**config.mk**
```make
export PLATFORM = sky130hd
export DESIGN_NAME = tgt_rd_ctrl
export DESIGN_NICKNAME = d
export VERILOG_FILES = /design/src/rtl/tgt_rd_ctrl.sv
export SDC_FILE = /design/constraint.sdc
export NUM_CORES = 1
export LEC_CHECK = 0
export ABC_AREA = 1
export BUFFER_PORTS_ARGS = -buffer_cell sky130_fd_sc_hd__clkbuf_2
export CORE_ASPECT_RATIO = 0.6
export CORE_MARGIN = 5
export CORE_UTILIZATION = 55
export CTS_CLUSTER_DIAMETER = 120
export DETAILED_ROUTE_END_ITERATION = 10
export PLACE_DENSITY = 0.86
export SYNTH_ARGS = -nofsm -noshare
export SYNTH_HDL_FRONTEND = slang
export SYNTH_SLANG_ARGS = --single-unit
```
**constraint.sdc**
```tcl
create_clock -name clk -period 2.5 [get_ports clk]
set_clock_uncertainty 0.2 [all_clocks]
set_input_delay 0.125 -clock clk [delete_from_list [all_inputs] [get_ports clk]]
set_output_delay 0.125 -clock clk [all_outputs]
set_load 0.05 [all_outputs]
```
**src/rtl/tgt_rd_ctrl.sv**
```systemverilog
module tgt_rd_ctrl #(
  parameter int AW        = 16,
  parameter int DW        = 32,
  parameter int LW        = 4,
  parameter int PREFETCH  = 0,
  parameter int FAM_EXTRA = 0,
  parameter int INIT_LIM  = 11,
  parameter int BURST_LIM = 8
) (
  input  logic          clk,
  input  logic          rst_n,
  input  logic          req_start,
  input  logic          req_write,
  input  logic [2:0]    req_bar,
  input  logic [AW-1:0] req_offset,
  input  logic [LW-1:0] req_words,
  input  logic          sync_mode,
  output logic          ph_start,
  output logic [2:0]    bar_sel,
  output logic          rd_cyc,
  output logic          wr_cyc,
  output logic          rdy_stb,
  input  logic          be_avail,
  output logic [AW-1:0] be_addr,
  input  logic [DW-1:0] be_data,
  output logic [DW-1:0] rd_data,
  output logic          rd_vld,
  output logic          done,
  output logic          retry,
  output logic          disc
);
  localparam int TW = LW + 1 + $clog2(PREFETCH + 2);
  localparam int CW = $clog2(INIT_LIM + BURST_LIM + 1);

  typedef enum logic [2:0] {IDLE, DLY, STRT, XFER, FIN} st_t;
  st_t st;

  logic          qual_on, wr_q, sync_q, first, cap_pend;
  logic [2:0]    bar_q;
  logic [TW-1:0] total, moved;
  logic [CW-1:0] wcnt, lim;
  logic          xfer;

  assign xfer    = rdy_stb && be_avail;
  assign lim     = first ? CW'(INIT_LIM - FAM_EXTRA) - CW'(sync_q) : CW'(BURST_LIM);
  assign bar_sel = qual_on ? bar_q : 3'd0;
  assign rd_cyc  = qual_on && !wr_q;
  assign wr_cyc  = qual_on && wr_q;

  always_ff @(posedge clk) begin
    if (!rst_n) begin
      st <= IDLE; qual_on <= 1'b0; wr_q <= 1'b0; sync_q <= 1'b0; bar_q <= 3'd0;
      first <= 1'b0; cap_pend <= 1'b0; total <= '0; moved <= '0; wcnt <= '0;
      ph_start <= 1'b0; rdy_stb <= 1'b0; be_addr <= '0; rd_data <= '0;
      rd_vld <= 1'b0; done <= 1'b0; retry <= 1'b0; disc <= 1'b0;
    end else begin
      ph_start <= 1'b0;
      done     <= 1'b0;
      retry    <= 1'b0;
      disc     <= 1'b0;
      rd_vld   <= 1'b0;
      cap_pend <= 1'b0;
      if (cap_pend) begin
        rd_data <= be_data;
        rd_vld  <= 1'b1;
      end
      case (st)
        IDLE: if (req_start) begin
          st      <= DLY;
          wr_q    <= req_write;
          bar_q   <= req_bar;
          sync_q  <= sync_mode;
          be_addr <= req_offset;
          total   <= TW'(req_words) + TW'(1 + PREFETCH);
          moved   <= '0;
        end
        DLY: begin
          st       <= STRT;
          ph_start <= 1'b1;
          qual_on  <= 1'b1;
        end
        STRT: begin
          if (wr_q) begin
            st   <= FIN;
            done <= 1'b1;
          end else begin
            st      <= XFER;
            rdy_stb <= 1'b1;
            wcnt    <= '0;
            first   <= 1'b1;
          end
        end
        XFER: begin
          if (xfer) begin
            be_addr <= be_addr + AW'(4);
            moved   <= moved + TW'(1);
            wcnt    <= '0;
            first   <= 1'b0;
            if (sync_q) cap_pend <= 1'b1;
            else begin
              rd_data <= be_data;
              rd_vld  <= 1'b1;
            end
            if (moved == total - TW'(1)) begin
              st      <= FIN;
              rdy_stb <= 1'b0;
              done    <= 1'b1;
            end
          end else if (wcnt == lim - CW'(1)) begin
            st      <= FIN;
            rdy_stb <= 1'b0;
            done    <= 1'b1;
            retry   <= first;
            disc    <= !first;
          end else begin
            wcnt <= wcnt + CW'(1);
          end
        end
        FIN: begin
          st      <= IDLE;
          qual_on <= 1'b0;
        end
        default: st <= IDLE;
      endcase
    end
  end
endmodule


```
==> key figures, run 1 <==
Run status
  – Run status: finished, final reports clean

Cells and area
  – Layout Nets: 761
  – Total of fill cells in the finished design: 458
  – Commonest non-fill, non-tap cells in the layout: 119 x sky130_fd_sc_hd__clkbuf_2, 102 x sky130_fd_sc_hd__nand2_1, 92 x sky130_fd_sc_hd__nor2_1
  – N_diodes: 0
  – Layout cell share with drive strength beyond 1: 21.9%
  – Synth-to-Final Area Change: 40.6%
  – Commonest non-fill, non-tap cell in the layout: sky130_fd_sc_hd__clkbuf_2

Worst setup path
  – Critical path type: reg2reg
  – Category of the worst setup path capture point: flop
  – Launching element of the worst setup path: st[0]
  – Crit path arrival time: 2.29 ns
  – Start of the worst register-to-register path: st[0]
  – Critical Path Source Type: flop
  – R2R depth: 6
  – Maximum fanout along the worst path: 22
  – Data required time of the critical path: 2.48 ns

Timing
  – Worst max-slew margin expressed relative to the limit: 49.4%
  – Setup TNS: 0 ns
  – Hold slack: 0.00703 ns
  – Final Hold Fails: 0
  – Share of the cycle needed by the critical path after routing: 92.6%
  – Max Slew Vio Count: 0
  – Final period demand of the worst path: 2.32 ns
  – Fmax: 432 MHz
  – Total setup violations reported at the end of the flow: 0
  – Slew @ Worst Pin: 0.758 ns
  – RSZ-0062 raised after global routing: no

Power and ir drop
  – Static leakage: 0.00247 uW
  – Maximum ir drop on the vdd rail: 0.631 mV
  – Total power divided by cell area: 889 nW/um2

Drt
  – Routed met3 length: 811 um
  – Drt drc: 0
  – Routed wl met2: 5760 um
  – Antenna Violating Nets Remaining: 0
  – Wire length per cell: 14.7 um
  – Iteration-0 DRC count of the detailed router: 342
  – Met1 Wirelength: 4720 um
  – Topmost layer with routed signal wires: met4
  – Detail-routed via count per cell: 5.34
  – Wirelength, routed: 11500 um
  – Vias: 4202
  – Number of detailed-routing iterations run before antenna repair: 7

Synthesis
  – Most common flop cell mapped by yosys: sky130_fd_sc_hd__dfxtp_1
  – Async SR Flop Fraction: 0%
  – Yosys top cell area share: 43.8%
  – Netlist cell types: 35
  – Warnings, synthesis: 0
  – Synthesized net count: 594
  – Fraction of the yosys area taken by sequential cells: 43.8%
  – Post-Synthesis Mean Instance Area: 7.02 um2
  – Count of flip-flops with a built-in enable after synthesis: 0
  – Instance count of the mapped netlist: 528
  – Cells taking the most area after synthesis: sky130_fd_sc_hd__dfxtp_1 44%, sky130_fd_sc_hd__nand2_1 10%, sky130_fd_sc_hd__nor2_1 9.3%
  – Synth Cell Area: 3710 um2
  – Area leader, netlist: sky130_fd_sc_hd__dfxtp_1
  – FF+latch count, synth: 81

Floorplanning
  – Core footprint: 6620 um2
  – Starting density of the core: 56.0%
  – Width of the chip: 116 um
  – Die boundary height: 73.6 um
  – Number of core rows: 23
  – I/O pin cnt: 120
  – Area enclosed by the die boundary: 8530 um2

Placed design
  – Final Wtd Congestion: 0.833
  – Detailed Place HPWL: 7070 um
  – Buffers on Ports: 119

Clock network
  – Total number of H-tree levels: 3
  – Clock tree from TritonCTS: yes
  – Clk buf depth: 2
  – Clock sink count: 81
  – Clock latency on the worst-skew pair: 0.33 ns
  – Clock slew seen by the registers of the worst setup and hold paths: 0.06 ns
  – Buffers inserted during post-CTS setup optimization: 0
  – Number of clock buffers inserted by TritonCTS: 9
  – Clock Root Buffer: sky130_fd_sc_hd__clkbuf_16

Global route
  – Wire length of the first global-routing pass: 18500 um
  – Number of global-route vias before repair: 4129
  – Final global-route overflow total: 0
  – Antenna violations before repair: 0
  – Largest net degree at the start of global routing: 54
  – Global-route total usage across every layer: 27.2%

Min path
  – Min-delay worst type: in2reg
  – Worst hold path depth: 4
  – Hold_sp: req_offset[10]

Job
  – MaxCap Viol Count: 0
-- worst max-delay path, cell delays in order (launching register included) --
cell and delay (ns):
sky130_fd_sc_hd__dfxtp_1 0.38, sky130_fd_sc_hd__nor3_1 0.38, sky130_fd_sc_hd__nand2_2 0.32, sky130_fd_sc_hd__nand2_4 0.31, sky130_fd_sc_hd__inv_1 0.27, sky130_fd_sc_hd__a21oi_1 0.20
sky130_fd_sc_hd__a211oi_1 0.10
-- report_power, final --
group | leakage [uW] | switching (uW) | internal [uW] | total (uW)
Combinational | 0.00165 | 1040 | 433 | 1470
Sequential | 0.000659 | 192 | 1470 | 1660
Clock | 0.000162 | 522 | 975 | 1500
-- synthesized netlist by cell type (3+ instances only) --
library cell and count:
sky130_fd_sc_hd__dfxtp_1 81, sky130_fd_sc_hd__buf_4 3, sky130_fd_sc_hd__o21ai_1 10, sky130_fd_sc_hd__a211oi_1 3
sky130_fd_sc_hd__ha_1 5, sky130_fd_sc_hd__clkbuf_1 11, sky130_fd_sc_hd__inv_1 47, sky130_fd_sc_hd__or2_2 3
sky130_fd_sc_hd__buf_6 3, sky130_fd_sc_hd__a21oi_1 39, sky130_fd_sc_hd__nor2_1 92, sky130_fd_sc_hd__nand2_1 102
sky130_fd_sc_hd__xor2_1 4, sky130_fd_sc_hd__nand3_1 31, sky130_fd_sc_hd__nand4_1 6, sky130_fd_sc_hd__nor3_1 13
sky130_fd_sc_hd__o21ai_0 46, sky130_fd_sc_hd__buf_2 4
-- final timing paths --
kind | slack [ns] | to
worst max-delay path | 0.18 | be_addr[9]
worst min-delay path | 0.007 | be_addr[10]
worst max register to register | 0.18 | be_addr[9]
worst min register to register | 0.26 | disc
-- cell families after synthesis --
group                    after synthesis  synth area share [%]
XOR/XNOR                               5                  1.18
flip-flops                            81                  43.8
AND/OR/NAND/NOR                      260                  30.1
adder cells (fa/ha/maj)                5                  1.69
AO/OA/AOI/OAI                        105                  14.9
buffers and inverters                 72                  8.41
-- flip-flops by register name, summed over array words and instances, names as in the netlist, 3 cells and up --
name / flops
rd_data: 32
be_addr: 16
moved: 6
total: 5
wcnt: 5
bar_q: 3
st: 3
-- metrics by stage --
step,area [um2],utilization [%],instances,setup WS [ns],power [uW]
after floorplan,3710,-,528,0.353,2710
after global placement,4320,65.2,716,0.492,2970
after detailed placement,4320,65.2,716,0.326,3020
after CTS,5210,78.7,787,0.281,4600
after global routing,5210,78.7,787,0.0696,4850
final,5210,78.7,787,0.185,4630
-- layout make-up --
cell class                      instances  area, um2  share of cell area [%]
Multi-Input combinational cell        375       1770                    34.0
Clock buffer                            9        225                    4.32
Tap cell                               87        109                    2.09
Inverter                               51        194                    3.72
Clock inverter                          7        119                    2.28
Timing Repair Buffer                  177       1170                    22.4
Sequential cell                        81       1620                    31.1
-- timing repair --
| action | CTS | global route |
|---|---|---|
| hold endpoints to repair | 55 | 0 |
| gates resized for setup | 0 | 0 |
| hold buffers | 55 | 0 |
-- routing by layer --
| metal | vias up | GRT usage [%] |
|---|---|---|
| li1 | 2047 | - |
| met1 | 1922 | 32.0 |
| met2 | 203 | 47.7 |
| met3 | 30 | 6.67 |
| met4 | 0 | 11.2 |
| met5 | - | 0 |
Power figures use the tool's default switching activity.
==> run 2, diff against run 1 <==
Settings changed: CORE_MARGIN 5 to default, CORE_UTILIZATION 55 to 57, CTS_BUF_LIST from default to sky130_fd_sc_hd__clkbuf_8, PLACE_DENSITY 0.86 to 0.88.
==> run 2 against run 1 <==
Compared with the run above: final cell count rose by 0.38%; sequential cell count is the same; final area shrank 0.46%; via count rose by 5.8%; critical path depth grew 7; register-to-register slack gained 0.17 ns; sequential power about the same; total power fell by 3.9%; clock power fell by 15%; maximum frequency rose by 7.8%; setup slack better by 0.17 ns.
==> key figures, run 2 (synthesized netlist as in run 1, its figures left out) <==
Run status
  – Run status: finished, final reports clean

Min path
  – Worst Hold Path EP: total[2]
  – Min-delay worst type: in2reg
  – Hold_sp: req_words[2]
  – Worst hold path depth: 4

Floorplanning
  – Area enclosed by the die boundary: 6840 um2
  – Die boundary height: 64.5 um
  – I/O pin cnt: 120
  – Width of the chip: 106 um
  – Starting density of the core: 59.8%
  – Core footprint: 6190 um2
  – Number of core rows: 22

Worst setup path
  – Worst path buffer plus inverter count: 3
  – R2R setup slack: 0.35 ns
  – Worst flop-to-flop path endpoint: rdy_stb
  – Most prevalent standard cell on the critical path: sky130_fd_sc_hd__nand2_1
  – Slowest cell on the critical path: sky130_fd_sc_hd__dfxtp_1
  – Category of the worst setup path capture point: flop
  – Critical Path Source Type: flop
  – Data required time of the critical path: 2.58 ns
  – Top cell family by delay on the critical path: simple AND/OR/NAND/NOR gates
  – Maximum fanout along the worst path: 6
  – R2R depth: 13
  – Chain of cells forming the critical path: inv_1 > ha_1 > inv_1 > nand2_1 > nand2_1 > nor2_1 > nand2_1 > nor2_1 > nand3_1 > nand2_1 > nand4_1 > nand2_1 > inv_1
  – Crit path arrival time: 2.22 ns
  – Slowest cell delay on critical path: 0.36 ns
  – Critical path type: reg2reg
  – Start of the worst register-to-register path: total[0]

Cells and area
  – N_diodes: 0
  – Layout cell share with drive strength beyond 1: 21.8%
  – Flip-flop count of the largest register, all copies and words added: 32
  – Commonest non-fill, non-tap cells in the layout: 119 x sky130_fd_sc_hd__clkbuf_2, 102 x sky130_fd_sc_hd__nand2_1, 92 x sky130_fd_sc_hd__nor2_1
  – Final standard cell count with taps included and fillers excluded: 790
  – Layout Nets: 767
  – Combined area of the multi-input logic cells: 1770 um2
  – Total of fill cells in the finished design: 354
  – Commonest non-fill, non-tap cell in the layout: sky130_fd_sc_hd__clkbuf_2
  – Synth-to-Final Area Change: 39.9%
  – Register containing the most flip-flops in the final layout: rd_data
  – Area occupied by registers: 1620 um2
  – Leading registers by flop count: rd_data: 32 flops, be_addr: 16 flops, moved: 6 flops

Clock network
  – Clock slew seen by the registers of the worst setup and hold paths: 0.09 ns
  – Clock tree from TritonCTS: yes
  – Clock Root Buffer: sky130_fd_sc_hd__clkbuf_8
  – Clk buf depth: 2
  – Buffers inserted during post-CTS setup optimization: 0
  – Total number of H-tree levels: 3
  – Clock latency on the worst-skew pair: 0.37 ns
  – Clock sink count: 81
  – Number of clock buffers inserted by TritonCTS: 9

Drt
  – Wirelength, routed: 12300 um
  – Detail-routed via count per cell: 5.63
  – Drt drc: 0
  – Vias: 4446
  – Wire length per cell: 15.6 um
  – Iteration-0 DRC count of the detailed router: 350
  – Antenna Violating Nets Remaining: 0
  – Number of detailed-routing iterations run before antenna repair: 5

Timing
  – Share of the cycle needed by the critical path after routing: 85.9%
  – Post-layout worst setup margin: 0.352 ns
  – Fmax: 465 MHz
  – Slew @ Worst Pin: 0.886 ns
  – RSZ-0062 raised after global routing: no
  – Total setup violations reported at the end of the flow: 0
  – Max Slew Vio Count: 0
  – Setup TNS: 0 ns
  – Worst max-slew margin expressed relative to the limit: 40.9%
  – Final period demand of the worst path: 2.15 ns
  – Final Hold Fails: 0

Global route
  – Number of global-route vias before repair: 4357
  – Largest net degree at the start of global routing: 34
  – Global-route total usage across every layer: 37.2%
  – Final global-route overflow total: 0
  – Antenna violations before repair: 0
  – Wire length of the first global-routing pass: 19800 um

Placed design
  – # placed instances: 714
  – Detailed Place HPWL: 6790 um
  – Buffers on Ports: 119
  – Post-place setup slack: 0.475 ns
  – Final Wtd Congestion: 0.876

Power and ir drop
  – Total power divided by cell area: 858 nW/um2
  – Maximum ir drop on the vdd rail: 0.454 mV
  – Static leakage: 0.00246 uW

Job
  – MaxCap Viol Count: 0
-- run 2: cell types whose count changed in the layout (fill, tap and decap cells not counted), sizes merged --
cell         before  now
clkinvlp          2    0
dlygate4sd3      55   60
clkinv            3    4
bufinv            3    4
buf               3    4
-- run 2: final cells by class --
type | instances | area share [%]
well taps | 84 | 2.03
inverters | 51 | 3.74
multi-input cells | 375 | 34.2
clock buffers | 9 | 2.39
flip-flops and latches | 81 | 31.3
clock inverters | 7 | 2.75
repair buffers | 183 | 23.6
-- run 2: worst max-delay path by stage --
stage	start	to	slack [ns]	cells past startpoint
2_1_floorplan	be_addr[2]	be_addr[12]	0.35	10
3_3_place_gp	st[2]	be_addr[9]	0.54	8
3_5_place_dp	st[2]	be_addr[5]	0.47	8
4_1_cts	st[2]	be_addr[5]	0.47	8
5_1_grt	total[0]	rdy_stb	0.20	13
6_report	total[0]	rdy_stb	0.35	13
-- run 2: worst reg2reg max path: cells and delay by family, from the launching register on --
| family | cells | cell delay (ns) |
|---|---|---|
| adder cells (fa/ha/maj) | 1 | 0.34 |
| AND/OR/NAND/NOR | 9 | 0.93 |
| flip-flops | 1 | 0.36 |
| buffers and inverters | 3 | 0.23 |
-- run 2: repair_timing --
action / CTS / global route
hold buffers: 60 / 0
endpoints found under the hold margin: 59 / 0
gates resized for setup: 0 / 0
-- run 2: where the power goes --
part	switching, uW	total [uW]	leakage (uW)	internal (uW)
registers	194	1660	0.000659	1460
logic	1070	1510	0.00167	446
clock network	509	1270	0.000133	766
-- run 2: stage by stage --
step,hold WS [ns],util (%),cell area [um2],total power [uW]
floorplan,0.0150,-,3710,2710
global placement,0.146,69.7,4320,2980
detailed placement,0.159,69.7,4320,3030
CTS,0.0293,83.7,5190,4350
global route,0.131,83.7,5190,4650
finish,0.0541,83.7,5190,4450
-- run 2: per-layer routing --
layer  GRT usage [%]  routed length, um  share of wire (%)  up-vias
li1                -                  -                  -     2057
met1            43.3               4800                 39     2046
met2            64.9               6060                 49      281
met3            8.45                974                7.9       62
met4            18.8                459                3.7        0
met5               0                  0                  0        -
==> run 3, diff against run 2 <==
Settings changed: ABC_AREA 1 to default, CORE_UTILIZATION 57 to 56, PLACE_DENSITY 0.88 to 0.87.
==> run 3 against run 2 <==
Compared with the run above: sequential share of layout area up 0.76 points; sequential power down 14%; synthesized cell count shrank 13%; largest power group unchanged; die area up 0.19%; final area decreased by 2.4%; global-route usage shrank 1.1 points; worst hold slack worse by 0.035 ns.
==> key figures, run 3 <==
Run status
  – Run status: finished, final reports clean

Synthesis
  – Area leader, netlist: sky130_fd_sc_hd__dfxtp_1
  – Most used standard cells in the synthesized netlist: 106 x sky130_fd_sc_hd__nand2_1, 81 x sky130_fd_sc_hd__dfxtp_1, 61 x sky130_fd_sc_hd__a21oi_1
  – Instance count of the mapped netlist: 460
  – Async SR Flop Fraction: 0%
  – Warnings, synthesis: 0
  – Cells taking the most area after synthesis: sky130_fd_sc_hd__dfxtp_1 44%, sky130_fd_sc_hd__nand2_1 11%, sky130_fd_sc_hd__a21oi_1 8.4%
  – Most used standard cell by instance count after synthesis: sky130_fd_sc_hd__nand2_1
  – Yosys top cell area share: 44.4%
  – Synthesized net count: 526
  – Netlist cell types: 54
  – Most common flop cell mapped by yosys: sky130_fd_sc_hd__dfxtp_1
  – Post-Synthesis Mean Instance Area: 7.93 um2
  – Synth Cell Area: 3650 um2
  – FF+latch count, synth: 81
  – Fraction of the yosys area taken by sequential cells: 44.4%
  – Count of flip-flops with a built-in enable after synthesis: 0

Cells and area
  – Total of fill cells in the finished design: 387
  – Register containing the most flip-flops in the final layout: rd_data
  – N_diodes: 0
  – Layout Nets: 692
  – Leading registers by flop count: rd_data: 32 flops, be_addr: 16 flops, moved: 6 flops
  – Commonest non-fill, non-tap cell in the layout: sky130_fd_sc_hd__clkbuf_2
  – Combined area of the multi-input logic cells: 1890 um2
  – Flip-flop count of the largest register, all copies and words added: 32
  – Area of all placed cells without fillers: 5060 um2
  – Synth-to-Final Area Change: 38.8%
  – Layout cell share with drive strength beyond 1: 24.9%
  – Commonest non-fill, non-tap cells in the layout: 119 x sky130_fd_sc_hd__clkbuf_2, 106 x sky130_fd_sc_hd__nand2_1, 81 x sky130_fd_sc_hd__dfxtp_1
  – Area occupied by registers: 1620 um2

Drt
  – Wire length per cell: 16.8 um
  – Iteration-0 DRC count of the detailed router: 413
  – Wirelength, routed: 12000 um
  – Vias: 4249
  – Number of detailed-routing iterations run before antenna repair: 5
  – Drt drc: 0
  – Antenna Violating Nets Remaining: 0
  – Detail-routed via count per cell: 5.95

Floorplanning
  – I/O pin cnt: 120
  – Width of the chip: 106 um
  – Core footprint: 6190 um2
  – Area enclosed by the die boundary: 6850 um2
  – Number of core rows: 22
  – Die boundary height: 64.5 um
  – Starting density of the core: 58.9%

Placed design
  – Final Wtd Congestion: 0.899
  – Detailed Place HPWL: 6820 um
  – Buffers on Ports: 119
  – Placed Area: 4290 um2

Job
  – MaxCap Viol Count: 0

Power and ir drop
  – Total power divided by cell area: 597 nW/um2
  – Static leakage: 0.00211 uW
  – Maximum ir drop on the vdd rail: 0.375 mV

Timing
  – RSZ-0062 raised after global routing: no
  – Setup TNS: 0 ns
  – Slew @ Worst Pin: 0.629 ns
  – Fmax: 442 MHz
  – Max Slew Vio Count: 0
  – Final Hold Fails: 0
  – Final period demand of the worst path: 2.26 ns
  – Share of the cycle needed by the critical path after routing: 90.4%
  – Total setup violations reported at the end of the flow: 0
  – Worst max-slew margin expressed relative to the limit: 57.6%

Worst setup path
  – Category of the worst setup path capture point: flop
  – Data required time of the critical path: 2.61 ns
  – Critical Path Source Type: flop
  – Critical path type: reg2reg
  – Maximum fanout along the worst path: 5
  – Crit path arrival time: 2.37 ns

Clock network
  – Clock Root Buffer: sky130_fd_sc_hd__clkbuf_8
  – Clock latency on the worst-skew pair: 0.36 ns
  – Clk buf depth: 2
  – Total number of H-tree levels: 3
  – Clock slew seen by the registers of the worst setup and hold paths: 0.08 ns
  – Buffers inserted during post-CTS setup optimization: 0
  – Clock sink count: 81
  – Number of clock buffers inserted by TritonCTS: 9
  – Clock tree from TritonCTS: yes

Global route
  – Number of global-route vias before repair: 3993
  – Final global-route overflow total: 0
  – Global-route total usage across every layer: 36.1%
  – Wire length of the first global-routing pass: 19100 um
  – Antenna violations before repair: 0
  – Largest net degree at the start of global routing: 34

Min path
  – Min-delay worst type: in2reg
## run 3: cell types whose count changed in the layout (fill, tap and decap cells not counted), moves of 4 or more
cell	before	now
sky130_fd_sc_hd__nor2_1	92	32
sky130_fd_sc_hd__inv_1	47	7
sky130_fd_sc_hd__o21ai_0	46	15
sky130_fd_sc_hd__a21oi_1	39	61
sky130_fd_sc_hd__nand3_1	31	12
sky130_fd_sc_hd__and2_1	0	7
sky130_fd_sc_hd__and3_1	1	8
sky130_fd_sc_hd__a31oi_1	2	8
sky130_fd_sc_hd__xor2_1	4	10
sky130_fd_sc_hd__o21ai_1	10	5
sky130_fd_sc_hd__dlygate4sd3_1	60	56
sky130_fd_sc_hd__nand2_1	102	106
## run 3: metal layers
metal / GRT usage [%] / part of all wire [%] / up-vias
met3: 9.26 / 9.6 / 58
met5: 0 / 0 / -
met2: 58.1 / 46 / 296
li1: - / - / 1929
met4: 21.2 / 4.2 / 0
met1: 44.1 / 40 / 1966
## run 3: power breakdown
| part | total (uW) | internal [uW] | switching (uW) |
|---|---|---|---|
| registers | 1430 | 1340 | 84.5 |
| logic | 589 | 233 | 357 |
| clock network | 1000 | 510 | 493 |
| total | 3020 | 2090 | 934 |
## run 3: timing repair
action,4_1_cts,5_1_grt
hold buffers,56,0
endpoints found under the setup margin,0,1
gates resized for setup,0,1
endpoints found under the hold margin,57,0
## run 3: area by class of cell
cell class                      count  area share, %
Clock buffer                       11           2.99
Clock inverter                      4           1.04
Inverter                            8          0.593
Multi-Input combinational cell    344           37.4
Sequential cell                    81           32.0
Tap cell                           84           2.08
Timing Repair Buffer              182           23.9
## run 3: worst max-delay path: stages, from the launching register on
cell and delay [ns]:
sky130_fd_sc_hd__dfxtp_1 0.41, sky130_fd_sc_hd__inv_1 0.07, sky130_fd_sc_hd__ha_1 0.24, sky130_fd_sc_hd__xor2_1 0.15, sky130_fd_sc_hd__o21ai_0 0.15, sky130_fd_sc_hd__o22ai_1 0.12
sky130_fd_sc_hd__o21ai_0 0.52, sky130_fd_sc_hd__and4bb_2 0.35
## run 3: cells by family (layout without fill, tap and decap cells)
family                   count (synthesis)  count (layout)  synth area share, %
multiplexers                             1               1                0.309
AO/OA/AOI/OAI                          118             118                 19.5
AND/OR/NAND/NOR                        207             207                 26.9
XOR/XNOR                                13              13                 3.12
buffers and inverters                   35             205                 3.98
flip-flops                              81              81                 44.4
adder cells (fa/ha/maj)                  5               5                 1.71
## run 3: worst paths after layout
check | startpoint | slack, ns | cells past startpoint | to
max | total[0] | 0.24 | 7 | done
min | be_avail | 0.02 | 4 | wcnt[4]
max reg2reg | total[0] | 0.24 | 7 | done
min reg2reg | rd_data[16] | 0.26 | 2 | rd_data[16]
## run 3: stage by stage
step           setup WS (ns)  std cells  hold slack, ns  util, %  power [uW]
5_1_grt               0.0967        714          0.0480     81.7        3130
6_report               0.239        714          0.0192     81.7        3020
3_3_place_gp           0.531        643           0.151     69.3        1930
4_1_cts                0.185        714         0.00328     81.6        2980
3_5_place_dp           0.411        643           0.157     69.3        1950
2_1_floorplan          0.393        460          0.0206        -        1790
